--- src/rtl/spi_fic_pkg.sv ---
`timescale 1ns/1ps
package spi_fic_pkg;
  // register word offsets
  localparam int unsigned OFS_CTRL = 0;
  localparam int unsigned OFS_STAT = 1;
  localparam int unsigned OFS_IEN  = 2;
  localparam int unsigned OFS_EVT  = 3;
  localparam int unsigned OFS_DATA = 4;
  // control fields
  localparam int unsigned CB_TXTH    = 8;
  localparam int unsigned CB_RXTH    = 0;
  localparam int unsigned CB_TXFLUSH = 12;
  localparam int unsigned CB_RXFLUSH = 4;
  // event / enable bit positions
  localparam int unsigned EB_TXDONE = 4;
  localparam int unsigned EB_RXDONE = 3;
  localparam int unsigned EB_TXDMA  = 2;
  localparam int unsigned EB_RXDMA  = 1;
  localparam int unsigned EB_OVR    = 0;
  // status bit positions
  localparam int unsigned SB_RXTH = 9;
  localparam int unsigned SB_BUSY = 7;
  localparam int unsigned SB_RXNE = 0;
endpackage

--- src/rtl/spi_fic_fifo.sv ---
`timescale 1ns/1ps
module spi_fic_fifo #(
  parameter int unsigned W     = 32,
  parameter int unsigned DEPTH = 8
) (
  input  logic                       clk,
  input  logic                       rst,
  input  logic                       flush,
  input  logic                       push,
  input  logic [W-1:0]               din,
  input  logic                       pop,
  output logic [W-1:0]               head,
  output logic [$clog2(DEPTH):0]     count,
  output logic                       full,
  output logic                       empty
);
  localparam int unsigned AW = $clog2(DEPTH);
  localparam int unsigned CW = AW + 1;

  logic [W-1:0]  mem [DEPTH];
  logic [AW-1:0] wptr, rptr;
  logic          push_ok, pop_ok;

  assign full    = (count == CW'(DEPTH));
  assign empty   = (count == '0);
  assign push_ok = push && !full;
  assign pop_ok  = pop && !empty;
  assign head    = mem[rptr];

  // storage has no reset so it maps onto RAM
  always_ff @(posedge clk) begin
    if (push_ok && !flush) mem[wptr] <= din;
  end

  always_ff @(posedge clk) begin
    if (rst || flush) begin
      wptr  <= '0;
      rptr  <= '0;
      count <= '0;
    end else begin
      if (push_ok) wptr <= (wptr == AW'(DEPTH-1)) ? '0 : wptr + 1'b1;
      if (pop_ok)  rptr <= (rptr == AW'(DEPTH-1)) ? '0 : rptr + 1'b1;
      case ({push_ok, pop_ok})
        2'b10:   count <= count + 1'b1;
        2'b01:   count <= count - 1'b1;
        default: count <= count;
      endcase
    end
  end

  p_count_bound_r2: assert property (@(posedge clk) disable iff (rst)
    count <= CW'(DEPTH));
  p_full_drop_r2: assert property (@(posedge clk) disable iff (rst)
    (full && push && !pop && !flush) |=> full && $stable(wptr));
  p_empty_hold_r3: assert property (@(posedge clk) disable iff (rst)
    (empty && pop && !push && !flush) |=> empty && $stable(rptr));
  p_flush_clears_r5: assert property (@(posedge clk) disable iff (rst)
    flush |=> empty);
endmodule

--- src/rtl/spi_fic_evt.sv ---
`timescale 1ns/1ps
module spi_fic_evt import spi_fic_pkg::*; #(
  parameter int unsigned CW = 4
) (
  input  logic          clk,
  input  logic          rst,
  input  logic          rx_push_ok,
  input  logic [CW-1:0] rx_after,
  input  logic [CW-1:0] rx_th,
  input  logic          tx_pop_ok,
  input  logic [CW-1:0] tx_after,
  input  logic [CW-1:0] tx_th,
  input  logic          ovr_evt,
  input  logic          clr_wr,
  input  logic [4:0]    clr_bits,
  input  logic          ien_wr,
  input  logic [4:0]    ien_d,
  input  logic          tx_full,
  input  logic          rx_empty,
  output logic [4:0]    evt,
  output logic [4:0]    ien,
  output logic          irq,
  output logic          tx_dma_req,
  output logic          rx_dma_req
);
  logic f_txdone, f_rxdone, f_ovr;
  logic s_txdone, s_rxdone;
  logic [4:0] clr;

  assign s_rxdone = rx_push_ok && (rx_th != '0) && (rx_after >= rx_th);
  assign s_txdone = tx_pop_ok && (tx_after <= tx_th);
  assign clr      = clr_wr ? clr_bits : 5'b0;

  always_ff @(posedge clk) begin
    if (rst) begin
      f_txdone <= 1'b0;
      f_rxdone <= 1'b0;
      f_ovr    <= 1'b0;
      ien      <= '0;
    end else begin
      // a set in the same cycle as its clear wins
      f_txdone <= (f_txdone && !clr[EB_TXDONE]) || s_txdone;
      f_rxdone <= (f_rxdone && !clr[EB_RXDONE]) || s_rxdone;
      f_ovr    <= (f_ovr    && !clr[EB_OVR])    || ovr_evt;
      if (ien_wr) ien <= ien_d;
    end
  end

  assign tx_dma_req = ien[EB_TXDMA] && !tx_full;
  assign rx_dma_req = ien[EB_RXDMA] && !rx_empty;
  assign evt = {f_txdone, f_rxdone, tx_dma_req, rx_dma_req, f_ovr};
  assign irq = (f_txdone && ien[EB_TXDONE]) || (f_rxdone && ien[EB_RXDONE])
            || (f_ovr && ien[EB_OVR]);

  p_ovr_sticky_r4: assert property (@(posedge clk) disable iff (rst)
    (evt[EB_OVR] && !clr[EB_OVR]) |=> evt[EB_OVR]);
  p_set_wins_r9: assert property (@(posedge clk) disable iff (rst)
    ovr_evt |=> evt[EB_OVR]);
  p_clear_r9: assert property (@(posedge clk) disable iff (rst)
    (clr[EB_TXDONE] && !s_txdone) |=> !evt[EB_TXDONE]);
endmodule

--- src/rtl/spi_fic_ctrl.sv ---
`timescale 1ns/1ps
module spi_fic_ctrl import spi_fic_pkg::*; #(
  parameter int unsigned DW    = 32,
  parameter int unsigned DEPTH = 8,
  parameter int unsigned AW    = 3
) (
  input  logic          clk,
  input  logic          rst,
  input  logic          bus_wr_en,
  input  logic          bus_rd_en,
  input  logic [AW-1:0] bus_addr,
  input  logic [DW-1:0] bus_wdata,
  output logic [DW-1:0] bus_rdata,
  output logic [DW-1:0] tx_word_data,
  output logic          tx_word_valid,
  input  logic          tx_word_ready,
  input  logic [DW-1:0] rx_word_data,
  input  logic          rx_word_valid,
  input  logic          eng_busy,
  output logic          tx_dma_req,
  output logic          rx_dma_req,
  output logic          irq
);
  localparam int unsigned CW = $clog2(DEPTH) + 1;

  logic [CW-1:0] tx_cnt, rx_cnt, tx_after, rx_after, tx_th, rx_th;
  logic          tx_full, tx_empty, rx_full, rx_empty;
  logic [DW-1:0] rx_head, rd_mux;
  logic          wr_ctrl, wr_data, wr_ien, wr_evt, rd_data;
  logic          tx_push_ok, tx_pop_ok, rx_push_ok, rx_pop_ok, rx_level_hit;
  logic [4:0]    evt, ien;

  assign wr_ctrl = bus_wr_en && (bus_addr == AW'(OFS_CTRL));
  assign wr_ien  = bus_wr_en && (bus_addr == AW'(OFS_IEN));
  assign wr_evt  = bus_wr_en && (bus_addr == AW'(OFS_EVT));
  assign wr_data = bus_wr_en && (bus_addr == AW'(OFS_DATA));
  assign rd_data = bus_rd_en && (bus_addr == AW'(OFS_DATA));

  spi_fic_fifo #(.W(DW), .DEPTH(DEPTH)) u_txq (
    .clk(clk), .rst(rst), .flush(wr_ctrl && bus_wdata[CB_TXFLUSH]),
    .push(wr_data), .din(bus_wdata), .pop(tx_word_ready),
    .head(tx_word_data), .count(tx_cnt), .full(tx_full), .empty(tx_empty));

  spi_fic_fifo #(.W(DW), .DEPTH(DEPTH)) u_rxq (
    .clk(clk), .rst(rst), .flush(wr_ctrl && bus_wdata[CB_RXFLUSH]),
    .push(rx_word_valid), .din(rx_word_data), .pop(rd_data),
    .head(rx_head), .count(rx_cnt), .full(rx_full), .empty(rx_empty));

  assign tx_word_valid = !tx_empty;
  assign tx_push_ok    = wr_data && !tx_full;
  assign tx_pop_ok     = tx_word_ready && !tx_empty;
  assign rx_push_ok    = rx_word_valid && !rx_full;
  assign rx_pop_ok     = rd_data && !rx_empty;
  assign tx_after      = tx_cnt + CW'(tx_push_ok) - CW'(tx_pop_ok);
  assign rx_after      = rx_cnt + CW'(rx_push_ok) - CW'(rx_pop_ok);
  assign rx_level_hit  = (rx_th != '0) && (rx_cnt >= rx_th);

  always_ff @(posedge clk) begin
    if (rst) begin
      tx_th <= '0;
      rx_th <= '0;
    end else if (wr_ctrl) begin
      tx_th <= bus_wdata[CB_TXTH +: CW];
      rx_th <= bus_wdata[CB_RXTH +: CW];
    end
  end

  spi_fic_evt #(.CW(CW)) u_evt (
    .clk(clk), .rst(rst),
    .rx_push_ok(rx_push_ok), .rx_after(rx_after), .rx_th(rx_th),
    .tx_pop_ok(tx_pop_ok), .tx_after(tx_after), .tx_th(tx_th),
    .ovr_evt(rx_word_valid && rx_full),
    .clr_wr(wr_evt), .clr_bits(bus_wdata[4:0]),
    .ien_wr(wr_ien), .ien_d(bus_wdata[4:0]),
    .tx_full(tx_full), .rx_empty(rx_empty),
    .evt(evt), .ien(ien), .irq(irq),
    .tx_dma_req(tx_dma_req), .rx_dma_req(rx_dma_req));

  always_comb begin
    rd_mux = '0;
    case (bus_addr)
      AW'(OFS_CTRL): begin
        rd_mux[CB_TXTH +: CW] = tx_th;
        rd_mux[CB_RXTH +: CW] = rx_th;
      end
      AW'(OFS_STAT): begin
        rd_mux[SB_RXTH] = rx_level_hit;
        rd_mux[SB_BUSY] = !tx_empty || eng_busy;
        rd_mux[SB_RXNE] = !rx_empty;
      end
      AW'(OFS_IEN):  rd_mux[4:0] = ien;
      AW'(OFS_EVT): begin
        rd_mux[4:0]     = evt;
        rd_mux[SB_RXTH] = rx_level_hit;
      end
      AW'(OFS_DATA): rd_mux = rx_empty ? '0 : rx_head;
      default:       rd_mux = '0;
    endcase
  end

  always_ff @(posedge clk) begin
    if (rst)            bus_rdata <= '0;
    else if (bus_rd_en) bus_rdata <= rd_mux;
  end

  p_rd_empty_zero_r3: assert property (@(posedge clk) disable iff (rst)
    (rd_data && rx_empty) |=> (bus_rdata == '0));
  p_txdma_room_r11: assert property (@(posedge clk) disable iff (rst)
    tx_dma_req |-> (tx_cnt != CW'(DEPTH)));
  p_rxdma_data_r11: assert property (@(posedge clk) disable iff (rst)
    rx_dma_req |-> (rx_cnt != '0));
  p_rx_ovr_r4: assert property (@(posedge clk) disable iff (rst)
    (rx_word_valid && rx_full && !rd_data && !(wr_ctrl && bus_wdata[CB_RXFLUSH]))
      |=> (rx_cnt == CW'(DEPTH)) && evt[EB_OVR]);
endmodule

--- config.mk ---
export PLATFORM = sky130hd
export DESIGN_NAME = spi_fic_ctrl
export DESIGN_NICKNAME = d
export VERILOG_FILES = /design/src/rtl/spi_fic_pkg.sv /design/src/rtl/spi_fic_fifo.sv /design/src/rtl/spi_fic_evt.sv /design/src/rtl/spi_fic_ctrl.sv
export SDC_FILE = /design/constraint.sdc
export NUM_CORES = 1
export LEC_CHECK = 0
export ABC_CLOCK_PERIOD_IN_PS = 4200
export BUFFER_PORTS_ARGS = -buffer_cell sky130_fd_sc_hd__buf_4
export CORE_AREA = 2 2 219 221
export CTS_CLUSTER_SIZE = 14
export DETAILED_ROUTE_END_ITERATION = 10
export DIE_AREA = 0 0 221 223
export PLACE_DENSITY = 0.77
export REMOVE_ABC_BUFFERS = 1
export SYNTH_ARGS = -nofsm -noshare
export SYNTH_HDL_FRONTEND = slang
export SYNTH_HIERARCHICAL = 1
export SYNTH_SLANG_ARGS = --single-unit
--- constraint.sdc ---
create_clock -name clk -period 4.2 [get_ports clk]
set_input_delay 0.63 -clock clk [delete_from_list [all_inputs] [get_ports clk]]
set_output_delay 0.63 -clock clk [all_outputs]
set_load 0.05 [all_outputs]
==> results.md, run 1 <==
* Status: finished clean
* Ys async rst share at 0%
* Inst Count DP at 1946
* Antenna Violating Nets Remaining at 0
* Storage cell area at 16900 µm²
* Post-layout net count at 1498
* Clock-pin transition on the worst setup and hold timing paths at 60 ps
* Antenna violations before repair at 1
* Pre-CTS setup slack at 952 ps
* CTS buffer count at 57
* Post-route clock period utilization at 81.5%
* Max-slew violations at 0
* Post-synthesis mux area share at 16.3%
* Final WL at 47400 µm
* Sw Share at 21.2%
* Chip Height at 223 µm
* Worst Skew at 13.8 ps
* Synth Area per Inst at 18.9 µm²
* P&R area growth vs syn at 16.5%
* Post-CTS Setup Bufs at 0
* Max-cap violations at 0
* Post-CTS sizing at 0
* RR Endpoint: u_evt/f_rxdone$_SDFF_PP0_
* Post-synth EDFFs at 512
* Largest family of logic cells by synthesized area: multiplexers
* FF-to-FF setup slack at 970 ps
* Post-synthesis xor/xnor area fraction at 0.376%
* CTS root buffer: clkbuf_16
* Worst Setup End Kind: primary output
* Pleak at 8.91 nW
* Synth area leader: edfxtp_1
* DRC Markers at 0
* Synth Area in Simple Gates at 4.24%
* Hold-fix buffers at CTS at 0
* Initial Utilization at 49.4%
* Post-DR wirelength/cell at 23.1 µm
* IO Pins at 142
* Post-DP HPWL at 27300 µm
* Worst endpoint required time at 3570 ps
* Top cell type's share of synthesized area at 66.0%
* Seq pwr share at 51.4%
* Critical Path End: tx_word_data[28]
* Overflow after GRT at 0
* Netlist cell types at 62
* RSZ-0062 raised after global routing: false
* Main synth FF type: edfxtp_1
* Sink Count at 586
* Hold Path Class: input port to flop
* Number of detailed-route iterations in the first pass at 5
* TritonCTS clock tree: built
* GRT Total Usage at 19.5%
* Vias in the first global route at 12409
* Critical path class: flop to primary output
* Area of the multi-input gates at 6110 µm²
* Worst R2R Start: u_rxq/count[1]$_SDFFE_PP0P_
* Minimum clock period at 3420 ps
* Worst-Margin Slew at 902 ps
* Worst r2r path cells at 13
* Synth Area in Compound Gates at 2.97%
* Most common cell in the netlist: edfxtp_1
* # setup viols final at 0
* Post-synth top cells: edfxtp_1 (512), mux4_2 (129), dfxtp_1 (74), nand2_1 (66), mux2_2 (64)
* Die extent in x at 221 µm
* Vias/cell at 5.71
* Clock buffer depth at 3
* Clock latency on the worst-skew pair at 610 ps
* Row count at 80
* Hold WS at 257 ps
* Power, Total at 12.6 mW
* Most area-consuming cells after synthesis: edfxtp_1 (66%), mux4_2 (12%), dfxtp_1 (6.4%)
* Fmax at 292 MHz
* Final hold vios at 0
* H-tree lvl count at 2
* Die area at 49300 µm²
* Slew HR at 39.9%
* Syn. warnings at 6
* Fillcell total at 3409
* Share of layout cells above drive strength 1 at 35.0%
* Post-Synth Adder-Cell Area at 1.89%
* Initial DRC Count at 971
* Maximum vdd drop at 377 µV
* Post-synthesis instance total at 1232
* First-pass GRT wire length at 73400 µm
* Clock network power share at 41.8%
* Finished Layout Cells at 2055
* Pwr/cell area at 465 nW/µm²
* Core area at 47100 µm²
* Cell Int Power at 9.94 mW
* Synth Register Bits at 586
* Combinational cell fraction of total power at 6.9%
* P_sw at 2.68 mW
* Final setup margin at 776 ps
* Max FO, Critical Path at 38
* Worst EP arrival at 2790 ps
* Post-Syn Area at 23300 µm²
* DR vias at 11742
* Largest net degree at the start of global routing at 51
* Crit path launch type: flop
* Routability cong. at 0.811
* Register area share after synthesis at 72.3%
* IO buf count at 141
==> critical path: stages (launching register included) <==
cell	delay (ps)
dfxtp_4	710
buf_12	360
mux4_2	570
mux2_2	290
buf_4	200
==> registers in the layout, indices dropped and copies added (netlist names), 4 cells and up, named ones only <==
register / cells
rx_th: 4
tx_th: 4
u_txq/count: 4
u_txq/mem: 256
u_rxq/mem: 256
u_rxq/count: 4
u_evt/ien: 5
bus_rdata: 32
==> area by class of cell <==
class	count	area share (%)
Antenna cell	1	0.00921
Inverter	31	0.428
Timing Repair Buffer	168	4.78
Clock inverter	32	1.22
Tap cell	615	2.83
Multi-Input combinational cell	546	22.5
Clock buffer	76	6.12
Sequential cell	586	62.1
==> cell usage in the layout (no fill, tap or decap), types with 23 or more instances in the layout <==
| master | instances |
|---|---|
| a21oi_1 | 49 |
| buf_4 | 165 |
| clkbuf_16 | 61 |
| dfxtp_1 | 70 |
| edfxtp_1 | 512 |
| ha_1 | 32 |
| inv_1 | 28 |
| mux2_2 | 64 |
| mux4_2 | 129 |
| nand2_1 | 66 |
| nand3_1 | 27 |
| nor2_1 | 23 |
==> how the worst min path moves through the flow <==
stage	end	start	depth (start not counted)	slack [ps]
after global routing	u_rxq/mem[6][9]$_DFFE_PP_	rx_word_data[9]	1	230
after global placement	bus_rdata[19]$_SDFFE_PP0P_	bus_rdata[19]$_SDFFE_PP0P_	2	450
after CTS	u_rxq/mem[3][31]$_DFFE_PP_	rx_word_data[31]	1	220
after floorplan	tx_th[1]$_SDFFE_PP0P_	tx_th[1]$_SDFFE_PP0P_	2	440
final	u_rxq/mem[7][24]$_DFFE_PP_	rx_word_data[24]	1	260
after detailed placement	bus_rdata[19]$_SDFFE_PP0P_	bus_rdata[19]$_SDFFE_PP0P_	2	450
==> routing by layer <==
layer | track usage (%) | vias to the layer above | wire [µm]
li1 | - | 5242 | -
met5 | 0 | - | 0
met4 | 5.39 | 0 | 835
met3 | 4.44 | 56 | 3050
met1 | 24.5 | 6093 | 19100
met2 | 34.1 | 351 | 24400
==> per-stage QoR <==
stage	TNS [ps]	util [%]	instance area, µm²
2_1_floorplan	-13910	-	23000
4_1_cts	0	57.6	27200
5_1_grt	0	57.6	27200
3_5_place_dp	0	53.4	25200
6_report	0	57.6	27200
3_3_place_gp	0	53.4	25200
==> power by group through the flow <==
stage	Sequential, mW	Clock [mW]	Combinational (mW)
6_report	6.48	5.27	0.866
4_1_cts	6.48	5.37	0.879
5_1_grt	6.49	5.59	0.941
3_5_place_dp	6.60	0	0.872
2_1_floorplan	6.62	0	0.534
3_3_place_gp	6.60	0	0.848
==> cell families (layout without fill, tap and decap cells) <==
logic type,after synthesis,after routing
xor+xnor,10,10
other cells,0,1
mux,208,208
flops,586,586
simple gates,196,196
fa+ha+maj,34,34
compound gates,98,98
buf+inv,100,307
(Power assumes the default switching activity.)
==> inputs of run 2 (changes only) <==
Settings changed: ABC_AREA set to 1, ABC_CLOCK_PERIOD_IN_PS 4200 to 2900, CORE_AREA 2 2 219 221 to 2 2 223 225, DIE_AREA 0 0 221 223 to 0 0 225 227.
Clock period 4.2 ns to 2.9 ns, I/O delays scaled along.
==> results.md, run 2 <==
* Synth area leader: edfxtp_1
* # setup viols final at 0 (unchanged)
* Main synth FF type: edfxtp_1
* Register area share after synthesis at 70.1% (-2.2 points)
* Worst-Margin Slew at 816 ps (-85.8 ps)
* GRT Total Usage at 21.4% (+1.9 points)
* Max-cap violations at 0 (unchanged)
* IO Pins at 142 (unchanged)
* Hold WS at 56.7 ps (-200 ps)
* Antenna Violating Nets Remaining at 0 (unchanged)
* Maximum vdd drop at 552 µV (+46%)
* Max-slew violations at 0 (unchanged)
* Biggest regs: u_rxq/mem: 256 flops, u_txq/mem: 256 flops, bus_rdata: 32 flops
* Vias/cell at 5.65 (-1.1%)
* Post-DP HPWL at 32900 µm (+21%)
* Most area-consuming cells after synthesis: edfxtp_1 (64%), nor2_1 (7.0%), dfxtp_1 (6.2%)
* Chip Height at 227 µm (+1.8%)
* Synth Register Bits at 586 (unchanged)
* Routability cong. at 0.829 (+2.3%)
* DRC Markers at 0 (unchanged)
* Finished Layout Cells at 2837 (+38%)
* Minimum clock period at 2740 ps
* RSZ-0062 raised after global routing: false
* Inst Count DP at 2729 (+40%)
* Final WL at 54800 µm (+16%)
* Sink Count at 586 (unchanged)
* Pre-CTS setup slack at -110 ps (-1060 ps)
* Number of detailed-route iterations in the first pass at 6 (+1)
* Overflow after GRT at 0 (unchanged)
* Netlist cell types at 41 (-34%)
* Post-synthesis instance total at 2033 (+65%)
* Slew HR at 45.5% (+5.7 points)
* FF-to-FF setup slack at 230 ps (-740 ps)
* Row count at 81 (+1.3%)
* Power, Total at 23.2 mW (+84%)
* Post-Syn Area at 24000 µm² (+3.2%)
* Status: finished clean
* Die area at 51100 µm² (+3.6%)
* Final setup margin at 157 ps (-619 ps)
* Fmax at 365 MHz
* IO buf count at 141 (unchanged)
* Max FO, Critical Path at 128 (+240%)
* Clock-pin transition on the worst setup and hold timing paths at 60 ps (about the same)
* Synth Area per Inst at 11.8 µm² (-37%)
* Post-synth EDFFs at 512 (unchanged)
* First-pass GRT wire length at 85200 µm (+16%)
* CTS root buffer: clkbuf_16
* Top cell type's share of synthesized area at 63.9% (-2.0 points)
* Post-DR wirelength/cell at 19.3 µm (-16%)
* Final hold vios at 0 (unchanged)
* Pleak at 9.98 nW (+12%)
* Antenna violations before repair at 3 (+2)
* Largest net degree at the start of global routing at 129 (+150%)
* Hold Path Class: input port to flop
* Crit path launch type: flop
* Share of layout cells above drive strength 1 at 15.0% (-20 points)
* Critical path class: flop to primary output
* Vias in the first global route at 16156 (+30%)
* Initial DRC Count at 1495 (+54%)
* Pwr/cell area at 831 nW/µm² (+79%)
* Syn. warnings at 6 (unchanged)
* Post-layout net count at 2274 (+52%)
* Initial Utilization at 49.5% (+0.097 points)
* Most common cell in the netlist: edfxtp_1
* P&R area growth vs syn at 15.9%
* Commonest non-fill, non-tap cell in the layout: edfxtp_1
* Clock buffer depth at 3 (unchanged)
* Worst Setup End Kind: primary output
* Worst Skew at 26.4 ps (+12.6 ps)
* Most frequent cells in the layout: edfxtp_1 (512), nor2_1 (432), nand2_1 (342), buf_4 (168), o21ai_0 (146)
* Die extent in x at 225 µm (+1.8%)
* Ys async rst share at 0% (unchanged)
* Post-route clock period utilization at 94.6%
* H-tree lvl count at 2 (unchanged)
* Worst EP arrival at 2310 ps (-480 ps)
* Post-synth top cells: edfxtp_1 (512), nor2_1 (450), nand2_1 (342), o21ai_0 (146), o32ai_1 (128)
* Clock latency on the worst-skew pair at 610 ps (about the same)
* CTS buffer count at 56 (-1.8%)
* TritonCTS clock tree: built
* Core area at 48500 µm² (+3.0%)
* Worst endpoint required time at 2470 ps (-1100 ps)
* DR vias at 16040 (+37%)
-- run 2: through the flow --
step	TNS, ps	utilization (%)	instance area (µm²)
finish	0	57.4	27900
global route	0	57.4	27900
CTS	0	57.3	27800
detailed placement	-153	53.6	26000
global placement	-13.3	53.6	26000
floorplan	-140210	-	23400
-- run 2: where the power goes --
group | internal [mW] | switching (mW) | leakage, nW
combinational | 2.00 | 4.41 | 3.85
sequential | 9.39 | 0.212 | 5.23
clock | 4.11 | 3.04 | 0.898
total | 15.5 | 7.66 | 9.98
-- run 2: worst max-delay path: stages, from the launching register on --
cell     delay [ps]
dfxtp_4         380
buf_16          390
nor2_1          140
o32ai_1         350
nand2_1          80
nand2_1         110
buf_4           200
-- run 2: cell type report --
cell class / count / area, µm²
repair buffers: 193 / 1760
multi-input cells: 1233 / 6260
clock buffers: 76 / 1590
clock inverters: 29 / 230
inverters: 96 / 368
well taps: 622 / 778
fillers: 3702 / 20700
flip-flops and latches: 586 / 16900
diodes: 2 / 5.00
-- run 2: final timing paths --
check | from | to | cells after the start
max | flop | tx_word_data[10] | 6
min | rx_word_data[23] | u_rxq/mem[1][23]$_DFFE_PP_ | 1
max reg2reg | u_rxq/count[2]$_SDFFE_PP0P_ | u_evt/f_rxdone$_SDFF_PP0_ | 19
min reg2reg | bus_rdata[14]$_SDFFE_PP0P_ | bus_rdata[14]$_SDFFE_PP0P_ | 2
-- run 2: repair_timing --
action                                  in CTS  in global routing
hold buffers                                 0                  0
resized for setup                            1                  8
setup buffers                                1                  0
endpoints found under the setup margin       3                  3
-- run 2: per-layer routing --
metal | track usage [%] | part of all wire [%] | vias up | routed length (µm)
met2 | 38.8 | 52 | 601 | 28500
li1 | - | - | 7468 | -
met1 | 25.5 | 38 | 7865 | 20900
met4 | 6.77 | 2.1 | 2 | 1160
met3 | 4.59 | 7.7 | 104 | 4210
met5 | 0 | 0.024 | - | 13
-- run 2: kinds of logic after synthesis --
kind of cell / synth area share [%]
and+or+nand+nor: 13.6
adders and majority gates: 1.83
buffers and inverters: 4.40
DFF: 70.1
xor gates and xnor gates: 0.255
AOI/OAI and AO/OA: 9.83
